**config.mk**
```make
export PLATFORM = sky130hd
export DESIGN_NAME = col_reconfig_seq
export DESIGN_NICKNAME = d
export VERILOG_FILES = /design/src/rtl/colcfg_pkg.sv /design/src/rtl/colcfg_rst_sync.sv /design/src/rtl/colcfg_crc.sv /design/src/rtl/colcfg_ctrl.sv /design/src/rtl/colcfg_word_mux.sv /design/src/rtl/col_reconfig_seq.sv
export SDC_FILE = /design/constraint.sdc
export NUM_CORES = 1
export LEC_CHECK = 0
export BUFFER_PORTS_ARGS = -buffer_cell sky130_fd_sc_hd__buf_2
export CAP_MARGIN = 0
export CORE_MARGIN = 5
export CORE_UTILIZATION = 40
export DETAILED_ROUTE_END_ITERATION = 10
export HOLD_SLACK_MARGIN = 0.12
export PLACE_DENSITY_LB_ADDON = 0.05
export REMOVE_ABC_BUFFERS = 1
export SYNTH_ARGS = -nofsm -noshare
export SYNTH_HDL_FRONTEND = slang
export SYNTH_SLANG_ARGS = --single-unit
```
**constraint.sdc**
```tcl
create_clock -name clk -period 8.3 [get_ports clk]
set_clock_uncertainty 0.15 [all_clocks]
set_input_delay 1.66 -clock clk [delete_from_list [all_inputs] [get_ports clk]]
set_output_delay 1.66 -clock clk [all_outputs]
set_load 0.05 [all_outputs]
```
**src/rtl/colcfg_pkg.sv**
```systemverilog
package colcfg_pkg;

  localparam logic [31:0] SYNC_WORD = 32'hAA99_5566;
  localparam logic [31:0] NOP_WORD  = 32'h2000_0000;

  localparam logic [13:0] REG_FAR  = 14'd1;
  localparam logic [13:0] REG_DATA = 14'd2;
  localparam logic [13:0] REG_CMD  = 14'd4;
  localparam logic [13:0] REG_COLS = 14'd9;

  localparam logic [3:0] CMD_SHUT     = 4'h3;
  localparam logic [3:0] CMD_HOLD     = 4'h8;
  localparam logic [3:0] CMD_START    = 4'h5;
  localparam logic [3:0] CMD_DEASSERT = 4'hA;
  localparam logic [3:0] CMD_DESYNC   = 4'hD;

  typedef enum logic [3:0] {
    ST_IDLE, ST_SYNC, ST_PRE_H, ST_PRE_D, ST_FAR_H, ST_FAR_D,
    ST_CNT_H, ST_CNT_D, ST_NOP, ST_DAT_H, ST_DAT,
    ST_POST_H, ST_POST_D, ST_DSY_H, ST_DSY_D
  } seq_state_t;

  // single-register write header: type 001, opcode 01 (write), register, count
  function automatic logic [31:0] wr_hdr(input logic [13:0] ra, input logic [10:0] n);
    return {3'b001, 2'b01, ra, 2'b00, n};
  endfunction

endpackage

```
**src/rtl/colcfg_rst_sync.sv**
```systemverilog
module colcfg_rst_sync #(
  parameter int STAGES = 2
) (
  input  logic clk,
  input  logic rst_n,
  output logic rst_sync_n
);
  logic [STAGES-1:0] sync_q;

  always_ff @(posedge clk or negedge rst_n) begin
    if (!rst_n) sync_q <= '0;
    else        sync_q <= {sync_q[STAGES-2:0], 1'b1};
  end

  assign rst_sync_n = sync_q[STAGES-1];
endmodule

```
**src/rtl/colcfg_crc.sv**
```systemverilog
module colcfg_crc #(
  parameter int          W    = 32,
  parameter logic [31:0] POLY = 32'h04C1_1DB7
) (
  input  logic         clk,
  input  logic         rst_ni,
  input  logic         clr_i,
  input  logic         en_i,
  input  logic [W-1:0] data_i,
  output logic [W-1:0] crc_o
);
  logic [W-1:0] crc_q, crc_d;

  function automatic logic [W-1:0] fold(input logic [W-1:0] c, input logic [W-1:0] d);
    logic [W-1:0] r;
    logic         fb;
    r = c;
    for (int i = W - 1; i >= 0; i--) begin
      fb = r[W-1] ^ d[i];
      r  = {r[W-2:0], 1'b0} ^ (fb ? POLY[W-1:0] : '0);
    end
    return r;
  endfunction

  always_comb begin
    crc_d = crc_q;
    if (clr_i)     crc_d = '0;
    else if (en_i) crc_d = fold(crc_q, data_i);
  end

  always_ff @(posedge clk or negedge rst_ni) begin
    if (!rst_ni)            crc_q <= '0;
    else if (clr_i || en_i) crc_q <= crc_d;
  end

  assign crc_o = crc_q;
endmodule

```
**src/rtl/colcfg_ctrl.sv**
```systemverilog
module colcfg_ctrl
  import colcfg_pkg::*;
#(
  parameter int FRAME_BITS = 5,
  parameter int CNT_W      = 16,
  parameter int NOP_RUN    = 16,
  parameter int LEN_W      = 11,
  localparam int NW        = $clog2(NOP_RUN)
) (
  input  logic             clk,
  input  logic             rst_ni,
  input  logic             start_i,
  input  logic [31:0]      addr_i,
  input  logic [CNT_W-1:0] cols_i,
  input  logic [1:0]       pre_i,
  input  logic [1:0]       post_i,
  input  logic [LEN_W-1:0] len_i,
  input  logic             pay_valid_i,
  input  logic             out_ready_i,
  output seq_state_t       state_o,
  output logic [3:0]       cmd_o,
  output logic [31:0]      far_o,
  output logic [7:0]       cols_o,
  output logic [LEN_W-1:0] len_o,
  output logic             out_valid_o,
  output logic             pay_ready_o,
  output logic             pay_phase_o,
  output logic             crc_en_o,
  output logic             crc_clr_o,
  output logic             busy_o,
  output logic             done_o,
  output logic             err_o
);
  seq_state_t       state_q, state_d;
  logic [1:0]       pre_q, pre_d, post_q, post_d;
  logic [NW-1:0]    nop_q, nop_d;
  logic [LEN_W-1:0] left_q, left_d;
  logic [31:0]      far_q;
  logic [7:0]       cols_q;
  logic [LEN_W-1:0] len_q;
  logic             done_q, done_d, err_q, err_d;
  logic             req_ok, load, acc, data_word;
  seq_state_t       after_data;
  logic [CNT_W-9:0] unused_cols_hi;

  assign unused_cols_hi = cols_i[CNT_W-1:8];
  assign req_ok = (addr_i[FRAME_BITS-1:0] == '0) && (cols_i[7:0] != 8'd0);
  assign load   = (state_q == ST_IDLE) && start_i && req_ok;

  assign out_valid_o = (state_q == ST_DAT) ? pay_valid_i : (state_q != ST_IDLE);
  assign acc         = out_valid_o && out_ready_i;
  assign pay_phase_o = (state_q == ST_DAT);
  assign pay_ready_o = pay_phase_o && out_ready_i;

  always_comb begin
    unique case (state_q)
      ST_PRE_D, ST_FAR_D, ST_CNT_D, ST_DAT, ST_POST_D, ST_DSY_D: data_word = 1'b1;
      default:                                                   data_word = 1'b0;
    endcase
  end

  assign crc_en_o  = acc && data_word;
  assign crc_clr_o = load;

  always_comb begin
    unique case (state_q)
      ST_PRE_H, ST_PRE_D:   cmd_o = pre_q[0] ? CMD_SHUT : CMD_HOLD;
      ST_POST_H, ST_POST_D: cmd_o = post_q[0] ? CMD_START : CMD_DEASSERT;
      default:              cmd_o = CMD_DESYNC;
    endcase
  end

  assign after_data = (post_q != 2'b00) ? ST_POST_H : ST_DSY_H;

  always_comb begin
    state_d = state_q;
    pre_d   = pre_q;
    post_d  = post_q;
    nop_d   = nop_q;
    left_d  = left_q;
    done_d  = 1'b0;
    err_d   = 1'b0;
    unique case (state_q)
      ST_IDLE: begin
        if (start_i) begin
          if (req_ok) begin
            state_d = ST_SYNC;
            pre_d   = pre_i;
            post_d  = post_i;
          end else begin
            err_d = 1'b1;
          end
        end
      end
      ST_SYNC:   if (acc) state_d = (pre_q != 2'b00) ? ST_PRE_H : ST_FAR_H;
      ST_PRE_H:  if (acc) state_d = ST_PRE_D;
      ST_PRE_D: begin
        if (acc) begin
          pre_d   = pre_q & (pre_q - 2'd1);
          state_d = ((pre_q & (pre_q - 2'd1)) != 2'b00) ? ST_PRE_H : ST_FAR_H;
        end
      end
      ST_FAR_H:  if (acc) state_d = ST_FAR_D;
      ST_FAR_D:  if (acc) state_d = ST_CNT_H;
      ST_CNT_H:  if (acc) state_d = ST_CNT_D;
      ST_CNT_D: begin
        if (acc) begin
          state_d = ST_NOP;
          nop_d   = '0;
        end
      end
      ST_NOP: begin
        if (acc) begin
          nop_d = nop_q + NW'(1);
          if (nop_q == NW'(NOP_RUN - 1)) state_d = ST_DAT_H;
        end
      end
      ST_DAT_H: begin
        if (acc) begin
          if (len_q != '0) begin
            state_d = ST_DAT;
            left_d  = len_q;
          end else begin
            state_d = after_data;
          end
        end
      end
      ST_DAT: begin
        if (acc) begin
          left_d = left_q - LEN_W'(1);
          if (left_q == LEN_W'(1)) state_d = after_data;
        end
      end
      ST_POST_H: if (acc) state_d = ST_POST_D;
      ST_POST_D: begin
        if (acc) begin
          post_d  = post_q & (post_q - 2'd1);
          state_d = ((post_q & (post_q - 2'd1)) != 2'b00) ? ST_POST_H : ST_DSY_H;
        end
      end
      ST_DSY_H:  if (acc) state_d = ST_DSY_D;
      ST_DSY_D: begin
        if (acc) begin
          state_d = ST_IDLE;
          done_d  = 1'b1;
        end
      end
      default:   state_d = ST_IDLE;
    endcase
  end

  always_ff @(posedge clk or negedge rst_ni) begin
    if (!rst_ni) begin
      state_q <= ST_IDLE;
      pre_q   <= '0;
      post_q  <= '0;
      nop_q   <= '0;
      left_q  <= '0;
      done_q  <= 1'b0;
      err_q   <= 1'b0;
    end else begin
      state_q <= state_d;
      pre_q   <= pre_d;
      post_q  <= post_d;
      nop_q   <= nop_d;
      left_q  <= left_d;
      done_q  <= done_d;
      err_q   <= err_d;
    end
  end

  always_ff @(posedge clk or negedge rst_ni) begin
    if (!rst_ni) begin
      far_q  <= '0;
      cols_q <= '0;
      len_q  <= '0;
    end else if (load) begin
      far_q  <= addr_i;
      cols_q <= cols_i[7:0];
      len_q  <= len_i;
    end
  end

  assign state_o = state_q;
  assign far_o   = far_q;
  assign cols_o  = cols_q;
  assign len_o   = len_q;
  assign busy_o  = (state_q != ST_IDLE);
  assign done_o  = done_q;
  assign err_o   = err_q;
endmodule

```
**src/rtl/colcfg_word_mux.sv**
```systemverilog
module colcfg_word_mux
  import colcfg_pkg::*;
#(
  parameter int LEN_W = 11
) (
  input  seq_state_t       state_i,
  input  logic [3:0]       cmd_i,
  input  logic [31:0]      far_i,
  input  logic [7:0]       cols_i,
  input  logic [LEN_W-1:0] len_i,
  input  logic [31:0]      pay_data_i,
  output logic [31:0]      word_o
);
  always_comb begin
    unique case (state_i)
      ST_SYNC:                      word_o = SYNC_WORD;
      ST_PRE_H, ST_POST_H, ST_DSY_H: word_o = wr_hdr(REG_CMD, 11'd1);
      ST_PRE_D, ST_POST_D, ST_DSY_D: word_o = {28'd0, cmd_i};
      ST_FAR_H:                     word_o = wr_hdr(REG_FAR, 11'd1);
      ST_FAR_D:                     word_o = far_i;
      ST_CNT_H:                     word_o = wr_hdr(REG_COLS, 11'd1);
      ST_CNT_D:                     word_o = {24'd0, cols_i};
      ST_NOP:                       word_o = NOP_WORD;
      ST_DAT_H:                     word_o = wr_hdr(REG_DATA, 11'(len_i));
      ST_DAT:                       word_o = pay_data_i;
      default:                      word_o = 32'd0;
    endcase
  end
endmodule

```
**src/rtl/col_reconfig_seq.sv**
```systemverilog
module col_reconfig_seq
  import colcfg_pkg::*;
#(
  parameter int FRAME_BITS = 5,
  parameter int CNT_W      = 16,
  parameter int NOP_RUN    = 16,
  parameter int LEN_W      = 11
) (
  input  logic             clk,
  input  logic             rst_n,
  input  logic             start_i,
  input  logic [31:0]      start_addr_i,
  input  logic [CNT_W-1:0] col_count_i,
  input  logic [1:0]       pre_cmd_i,
  input  logic [1:0]       post_cmd_i,
  input  logic [LEN_W-1:0] frame_len_i,
  input  logic [31:0]      pay_data_i,
  input  logic             pay_valid_i,
  output logic             pay_ready_o,
  output logic [31:0]      out_data_o,
  output logic             out_valid_o,
  input  logic             out_ready_i,
  output logic             busy_o,
  output logic             done_o,
  output logic             err_o,
  output logic [31:0]      crc_o
);
  logic             rst_i_n;
  seq_state_t       state;
  logic [3:0]       cmd;
  logic [31:0]      far;
  logic [7:0]       cols;
  logic [LEN_W-1:0] len;
  logic             pay_phase, crc_en, crc_clr;

  colcfg_rst_sync #(.STAGES(2)) u_rst (
    .clk(clk), .rst_n(rst_n), .rst_sync_n(rst_i_n)
  );

  colcfg_ctrl #(
    .FRAME_BITS(FRAME_BITS), .CNT_W(CNT_W), .NOP_RUN(NOP_RUN), .LEN_W(LEN_W)
  ) u_ctrl (
    .clk(clk), .rst_ni(rst_i_n), .start_i(start_i), .addr_i(start_addr_i),
    .cols_i(col_count_i), .pre_i(pre_cmd_i), .post_i(post_cmd_i), .len_i(frame_len_i),
    .pay_valid_i(pay_valid_i), .out_ready_i(out_ready_i), .state_o(state), .cmd_o(cmd),
    .far_o(far), .cols_o(cols), .len_o(len), .out_valid_o(out_valid_o),
    .pay_ready_o(pay_ready_o), .pay_phase_o(pay_phase), .crc_en_o(crc_en),
    .crc_clr_o(crc_clr), .busy_o(busy_o), .done_o(done_o), .err_o(err_o)
  );

  colcfg_word_mux #(.LEN_W(LEN_W)) u_mux (
    .state_i(state), .cmd_i(cmd), .far_i(far), .cols_i(cols), .len_i(len),
    .pay_data_i(pay_data_i), .word_o(out_data_o)
  );

  colcfg_crc #(.W(32), .POLY(32'h04C1_1DB7)) u_crc (
    .clk(clk), .rst_ni(rst_i_n), .clr_i(crc_clr), .en_i(crc_en),
    .data_i(out_data_o), .crc_o(crc_o)
  );
endmodule

```
=== After elaboration in Yosys (flattened, before gate mapping) ===
Index checks and enable logic that the tools add are counted.

* Word-level logic and storage cells: 232
* Register bits after elaboration: 110
* Bits of input ports: 100
* Output and inout bits: 69

* Equal/unequal tests: 35
* Add/subtract/negate cells: 4
* Mux-type cells: 83
* Reductions and logical operators: 32
* Bitwise gates (word level): 66

{| class="wikitable"
|+ Operators by type and width
! kind !! number
|-
| 32-bit bitwise XOR || 32
|-
| 27-bit 2-to-1 mux || 32
|-
| 32-bit one-hot mux with 10 select lines || 1
|-
| 4-bit 2-to-1 mux || 22
|-
| 32-bit 2-to-1 mux || 2
|-
| 4-bit one-hot mux with 15 select lines || 1
|-
| 11-bit 2-to-1 mux || 3
|-
| 4-bit equality test (second input constant) || 8
|-
| 2-bit by 1-bit != test with 1-bit output (second input constant) || 16
|-
| 1-bit bitwise XOR || 32
|-
| 11-bit one-hot mux with 2 select lines || 1
|-
| 18-bit AND reduction || 1
|-
| 2-bit nonzero test || 9
|-
| 4-bit by 3-bit equality test with 1-bit output (second input constant) || 4
|-
| 4-bit one-hot mux with 2 select lines || 2
|-
| 2-bit 2-to-1 mux || 6
|-
| 3-bit 2-to-1 mux || 4
|-
| 4-bit AND reduction || 3
|-
| 11-bit by 1-bit equality test with 1-bit output (second input constant) || 1
|-
| 11-bit nonzero test || 1
|-
| 11-bit by 1-bit subtractor with 11-bit output (second input constant) || 1
|-
| 4-bit by 2-bit equality test with 1-bit output (second input constant) || 2
|-
| 2-bit one-hot mux with 2 select lines || 2
|-
| 8-bit nonzero test || 1
|-
| other kinds (16) || 33
|}

=== Depth between registers and ports, before layout ===
* Word-level depth: 102
* Mapped depth: 15

=== Hierarchy ===
A second synthesis with hierarchy kept.

* Cell total of the unflattened synthesis: 933
* Area total of the unflattened synthesis: 9313.9 µm²

{| class="wikitable"
|+ Modules (own cells, without submodules)
! module !! area each (µm²) !! instances !! cells an instance
|-
| colcfg_crc || 4729.5 || 1 || 365
|-
| colcfg_ctrl || 3737.3 || 1 || 439
|-
| colcfg_word_mux || 793.3 || 1 || 126
|-
| colcfg_rst_sync || 53.8 || 1 || 3
|}

=== Least setup slack after synthesis ===
Ideal clock, no wire load.

* Path kind: input -> register
* Start: input pay_data_i[13]
* End: register u_crc.crc_q[11] (netlist: u_crc.crc_o[11])
* Data required time: 8019 ps
* Path buffers: 0
* Setup time: 131 ps
* Stages: 10
* Slack: 2426 ps
* Arrival: 5593 ps
* Cells stage by stage: a31oi_1 o21ai_0 xor2_1 xnor3_1 xnor3_2 xnor3_2 xor3_2 xnor3_2 xnor2_1 o21ai_1

* Longest elaborated chain between the ends: 23
* Elaborated cells between the ends (all ways): 27
* Classes of those cells: 8 x mux; 19 x bitwise

{| class="wikitable"
|+ Ends and longest elaborated chain
! item !! line !! RTL
|-
| start, declared || col_reconfig_seq.sv:17 || <nowiki>input logic [31:0] pay_data_i,</nowiki>
|-
| 32-bit one-hot mux with 10 select lines * || colcfg_word_mux.sv:15 || <nowiki>unique case (state_i)</nowiki>
|-
| net out_data_o[13] || col_reconfig_seq.sv:20 || <nowiki>output logic [31:0] out_data_o,</nowiki>
|-
| 1-bit bitwise XOR * || colcfg_crc.sv:19 || <nowiki>fb = r[W-1] ^ d[i];</nowiki>
|-
| 27-bit 2-to-1 mux * || colcfg_crc.sv:20 || <nowiki>r = {r[W-2:0], 1'b0} ^ (fb ? POLY[W-1:0] : '0);</nowiki>
|-
| 32-bit bitwise XOR * (6 in series) || colcfg_crc.sv:20 ||
|-
| 1-bit bitwise XOR || colcfg_crc.sv:19 ||
|-
| 27-bit 2-to-1 mux || colcfg_crc.sv:20 ||
|-
| 32-bit bitwise XOR * (6 in series) || colcfg_crc.sv:20 ||
|-
| 1-bit bitwise XOR || colcfg_crc.sv:19 ||
|-
| 27-bit 2-to-1 mux || colcfg_crc.sv:20 ||
|-
| 32-bit bitwise XOR * (2 in series) || colcfg_crc.sv:20 ||
|-
| 32-bit 2-to-1 mux * || colcfg_crc.sv:28 || <nowiki>else if (en_i) crc_d = fold(crc_q, data_i);</nowiki>
|-
| 32-bit 2-to-1 mux * || colcfg_crc.sv:27 || <nowiki>if (clr_i) crc_d = '0;</nowiki>
|-
| end signal, assigned || colcfg_crc.sv:33 || <nowiki>else if (clr_i || en_i) crc_q <= crc_d;</nowiki>
|-
| end, declared || colcfg_crc.sv:12 || <nowiki>logic [W-1:0] crc_q, crc_d;</nowiki>
|}

The timed path passes the listed nets; every way through them passes the cells marked *. The select of a mux whose other input is x is not followed.
A chain may end at the register's enable or synchronous reset.

=== Worst setup path in the final report ===
* Start: register u_ctrl.state_q[0] (netlist: u_ctrl.state_o[0])
* End: register u_crc.crc_q[10] (netlist: u_crc.crc_o[10])

* Longest elaborated chain between the ends: 48
* Elaborated cells between the ends (all ways): 124
* Classes of those cells: 14 x eq/ne; 35 x mux; 61 x bitwise; 14 x reduce/logical

{| class="wikitable"
|+ Ends and longest elaborated chain
! item !! line !! RTL
|-
| start, declared || colcfg_ctrl.sv:34 || <nowiki>seq_state_t state_q, state_d;</nowiki>
|-
| start signal, assigned || colcfg_ctrl.sv:162 || <nowiki>state_q <= state_d;</nowiki>
|-
| 4-bit by 2-bit equality test with 1-bit output, or another cell as far along || colcfg_ctrl.sv:56, colcfg_ctrl.sv:66, colcfg_word_mux.sv:15 ||
|-
| 3-bit OR reduction || colcfg_word_mux.sv:15 ||
|-
| 32-bit one-hot mux with 10 select lines || colcfg_word_mux.sv:15 ||
|-
| 1-bit bitwise XOR || colcfg_crc.sv:19 ||
|-
| 27-bit 2-to-1 mux || colcfg_crc.sv:20 ||
|-
| 32-bit bitwise XOR (6 in series) || colcfg_crc.sv:20 ||
|-
| 1-bit bitwise XOR || colcfg_crc.sv:19 ||
|-
| 27-bit 2-to-1 mux || colcfg_crc.sv:20 ||
|-
| (+22 left out) || -- ||
|-
| 1-bit bitwise XOR || colcfg_crc.sv:19 ||
|-
| 27-bit 2-to-1 mux || colcfg_crc.sv:20 ||
|-
| 32-bit bitwise XOR (6 in series) || colcfg_crc.sv:20 ||
|-
| 1-bit bitwise XOR || colcfg_crc.sv:19 ||
|-
| 27-bit 2-to-1 mux || colcfg_crc.sv:20 ||
|-
| 32-bit bitwise XOR || colcfg_crc.sv:20 ||
|-
| 32-bit 2-to-1 mux || colcfg_crc.sv:28 ||
|-
| 32-bit 2-to-1 mux || colcfg_crc.sv:27 ||
|}

Parallel ways exist; a longest one is shown, timed or not. The select of a mux whose other input is x is not followed.

==> key figures <==
Synth
  – Synth cell types: 66
  – Syn Area/Cell: 9.96 um2
  – Ys flop type: dfrtp_1
  – Number of synthesized flops with an enable pin: 0
  – Register area share after synthesis: 30.5%
  – Ys async rst share: 100%
  – Synthesized instance count: 905
  – Yosys warns: 0
  – #FFs+latches synth: 110
  – Synthesized cell area: 9010 um2

Placed design
  – Input/output buffers: 160
  – Placed cells: 1315
  – Placer Congestion: approximately 0.93
  – Dpl hpwl: approximately 21000 um

Worst setup path
  – R2R depth: 13
  – Crit path cell chain: buf_4, and4bb_1, buf_4, a22o_2, xor2_2, xnor2_1, xnor2_2, xnor3_1, xnor2_1, xnor3_1, xnor2_2, xnor3_1, o21ai_1
  – Crit path max-delay cell type: xnor3_1
  – CP startpoint kind: flop
  – CP max stage delay: 760 ps
  – Critical Path End Type: flop
  – Reg2reg setup slack: between 2000 and 2500 ps
  – Crit-path most repeated cell: xnor3_1
  – Crit path arrival time: 6040 ps
  – Worst EP required: 8430 ps
  – Crit path kind: reg -> reg
  – Top cell family by delay on the critical path: XOR/XNOR gates
  – Crit Path Max Fanout: 35
  – Worst Path Buf+Inv: 2
  – Stages on worst setup path: 13

Timing
  – Worst-margin pin slew: 1030 ps
  – Crit path time final: 5910 ps
  – Final hold violations: 0
  – Tcrit/Tclk final: 71.3%
  – Pins over their slew limit: 0
  – Final setup fails: 0
  – RSZ-0062 raised after global routing: no
  – Fin Setup TNS: 0 ps
  – Max Clk Rate: 169 MHz
  – Slew HR: between 30% and 40%

CTS
  – Clock Sinks: between 100 and 150
  – H-tree Lvls: 3
  – Post-CTS Hold Buffers: 0
  – Clock buffer depth: 2
  – Clock Pin Slew Worst Setup and Hold Paths: 80 ps
  – CTS tree: built
  – Post-CTS setup buffers: 0
  – Clock Tree Root: clkbuf_16
  – Resize count post-CTS: 0
  – Worst-skew pair later-pin latency: 360 ps
  – CTS Buf Count: 9

Route
  – Residual DRC: 0
  – First-pass DRT Iterations: 5
  – DR vias/cell: 5.23
  – Final wirelength: 28100 um
  – Vias: approximately 7000
  – Routed wire length per instance: 21.1 um
  – DR iter-0 viols: approximately 380
  – Antenna-violating nets left: 0

Finish
  – ANT cells: 0
  – Multi-input logic area: 6020 um2
  – Final nets: 1144
  – Post-route insts no fill: ~1300
  – Area Growth Syn to Fin: 15.2%
  – Fillers: ~2200
  – Layout cells sized above 1: 23.1%
  – Seq. cell area: 2760 um2

Die
  – Ports: 169
  – Die width: 160 um
  – Die Area: about 26000 um2
  – Starting density of the core: 40.2%
  – Die Span Y: 160 um
  – Core area: ~22000 um2
  – Site row count: 55

GRT
  – Vias in the first global route: 7086
  – GRT overflow: 0
  – GRT Util Overall: a little over a fifth
  – Antenna violations before repair: 0
  – Pin count of the biggest net entering global routing: 87
  – Global-route wire length before repair: between 40000 and 50000 um

Flow run
  – Max Cap Violations: 0

Run status
  – Status: finished, final reports clean

Worst hold path
  – Min-Delay Path Class: reg -> async
-- stage by stage --
step | instance area [um2] | hold WS [ps] | setup slack [ps] | util (%)
after global routing | 10400 | 197 | 2100 | 46.3
after CTS | 10400 | 167 | 2310 | 46.3
final | 10400 | 147 | 2390 | 46.3
after global placement | 10100 | 154 | 2110 | 45.0
after floorplan | 8800 | 181 | 2180 | -
after detailed placement | 10100 | 151 | 2110 | 45.0
-- worst paths after layout --
path	start	end
setup / recovery	u_ctrl.state_o[0]$_DFFE_PN0P_	u_crc.crc_o[10]$_DFFE_PN0P_
hold / removal	u_rst.sync_q[1]$_DFF_PN0_	u_ctrl.far_o[20]$_DFFE_PN0P_
setup reg to reg	u_ctrl.state_o[0]$_DFFE_PN0P_	u_crc.crc_o[10]$_DFFE_PN0P_
hold reg to reg	u_rst.sync_q[1]$_DFF_PN0_	u_ctrl.far_o[20]$_DFFE_PN0P_
max in group asynchronous	u_rst.sync_q[1]$_DFF_PN0_	u_crc.crc_o[13]$_DFFE_PN0P_
min in group clk	u_rst.sync_q[0]$_DFF_PN0_	u_rst.sync_q[1]$_DFF_PN0_
-- final cells by class --
cell class	instances	area share, %
inverter	16	0.579
timing repair buffer	175	8.80
tap	285	3.44
sequential	110	26.6
multi-input combinational	729	58.0
clock buffer	11	2.34
clock inverter	4	0.325
-- cell usage after synthesis (all sizes together), types with 6 or more instances --
master,number,area (um2)
buf,10,65.1
a21oi,25,125
nand2,163,612
a32oi,6,52.6
nor2,18,70.1
o22ai,14,87.6
nor2b,10,62.6
a22oi,11,103
xnor3,57,1300
nor4,6,37.5
clkbuf,40,150
nor3,8,40.0
dfrtp,110,2750
inv,14,52.6
nand2b,17,106
xnor2,135,1300
xor3,12,288
a22o,14,135
and2,11,68.8
xor2,52,549
nand3,50,250
a31oi,6,43.8
o21ai,62,310
-- routing by layer --
metal | routed length, um | share of wire [%] | global-route usage, %
met1 | 12300 | 44 | 28.9
met2 | 14200 | 51 | 38.3
met3 | 1200 | 4.3 | 3.72
met4 | 397 | 1.4 | 4.07
met5 | 0 | 0 | 0
-- worst register-to-register path: cells and delay by family, from the launching register on --
family	cells	cell delay, ps
AOI/OAI and AO/OA	2	370
xor gates and xnor gates	8	3560
buffers and inverters	2	620
DFF	1	370
and+or+nand+nor	1	760
-- layout by cell type (no fill, tap or decap), types with 3 or more instances in the layout --
master     count
a22o_2         3
o211ai_1       4
a22oi_2        4
a31oi_1        5
a211oi_1       3
buf_2        160
xnor2_2       16
buf_4         15
clkbuf_16      9
a22o_1        10
nor2_1        17
nand2_1      163
nand4_1        5
ha_1           3
and3_1         4
nor2b_1       10
dfrtp_1      109
a22oi_1        7
nand3_1       49
o21ai_0       50
xor2_4         3
inv_1         14
nor3_1         8
a21oi_1       25
o22ai_1       14
xnor3_1       48
xor2_2         5
and2_1        11
mux2i_1        3
xnor3_2        9
xor2_1        44
xnor2_1      119
nand2b_1      17
nor4_1         6
a32oi_1        6
xor3_1        10
o21ai_1       12
-- flip-flops by register name, indices dropped and copies added, names as in the netlist, 4 cells and up --
| signal | flops |
|---|---|
| u_crc.crc_o | 32 |
| u_ctrl.cols_o | 8 |
| u_ctrl.far_o | 32 |
| u_ctrl.left_q | 11 |
| u_ctrl.len_o | 11 |
| u_ctrl.nop_q | 4 |
| u_ctrl.state_o | 4 |
-- logic make-up (layout without fill, tap and decap cells) --
| group | after synthesis | count (layout) | share of synthesized area (%) |
|---|---|---|---|
| buffers and inverters | 66 | 206 | 3.05 |
| xor gates and xnor gates | 256 | 256 | 38.1 |
| adders and majority gates | 3 | 3 | 0.417 |
| other | 1 | 1 | 0.0416 |
| and+or+nand+nor | 304 | 304 | 15.7 |
| DFF | 110 | 110 | 30.5 |
| muxes | 3 | 3 | 0.333 |
| AOI/OAI and AO/OA | 162 | 162 | 11.8 |
Power is left out: the tool's default activity adds up to more than one toggle a clock period on the data nets, which glitch-free logic cannot reach.
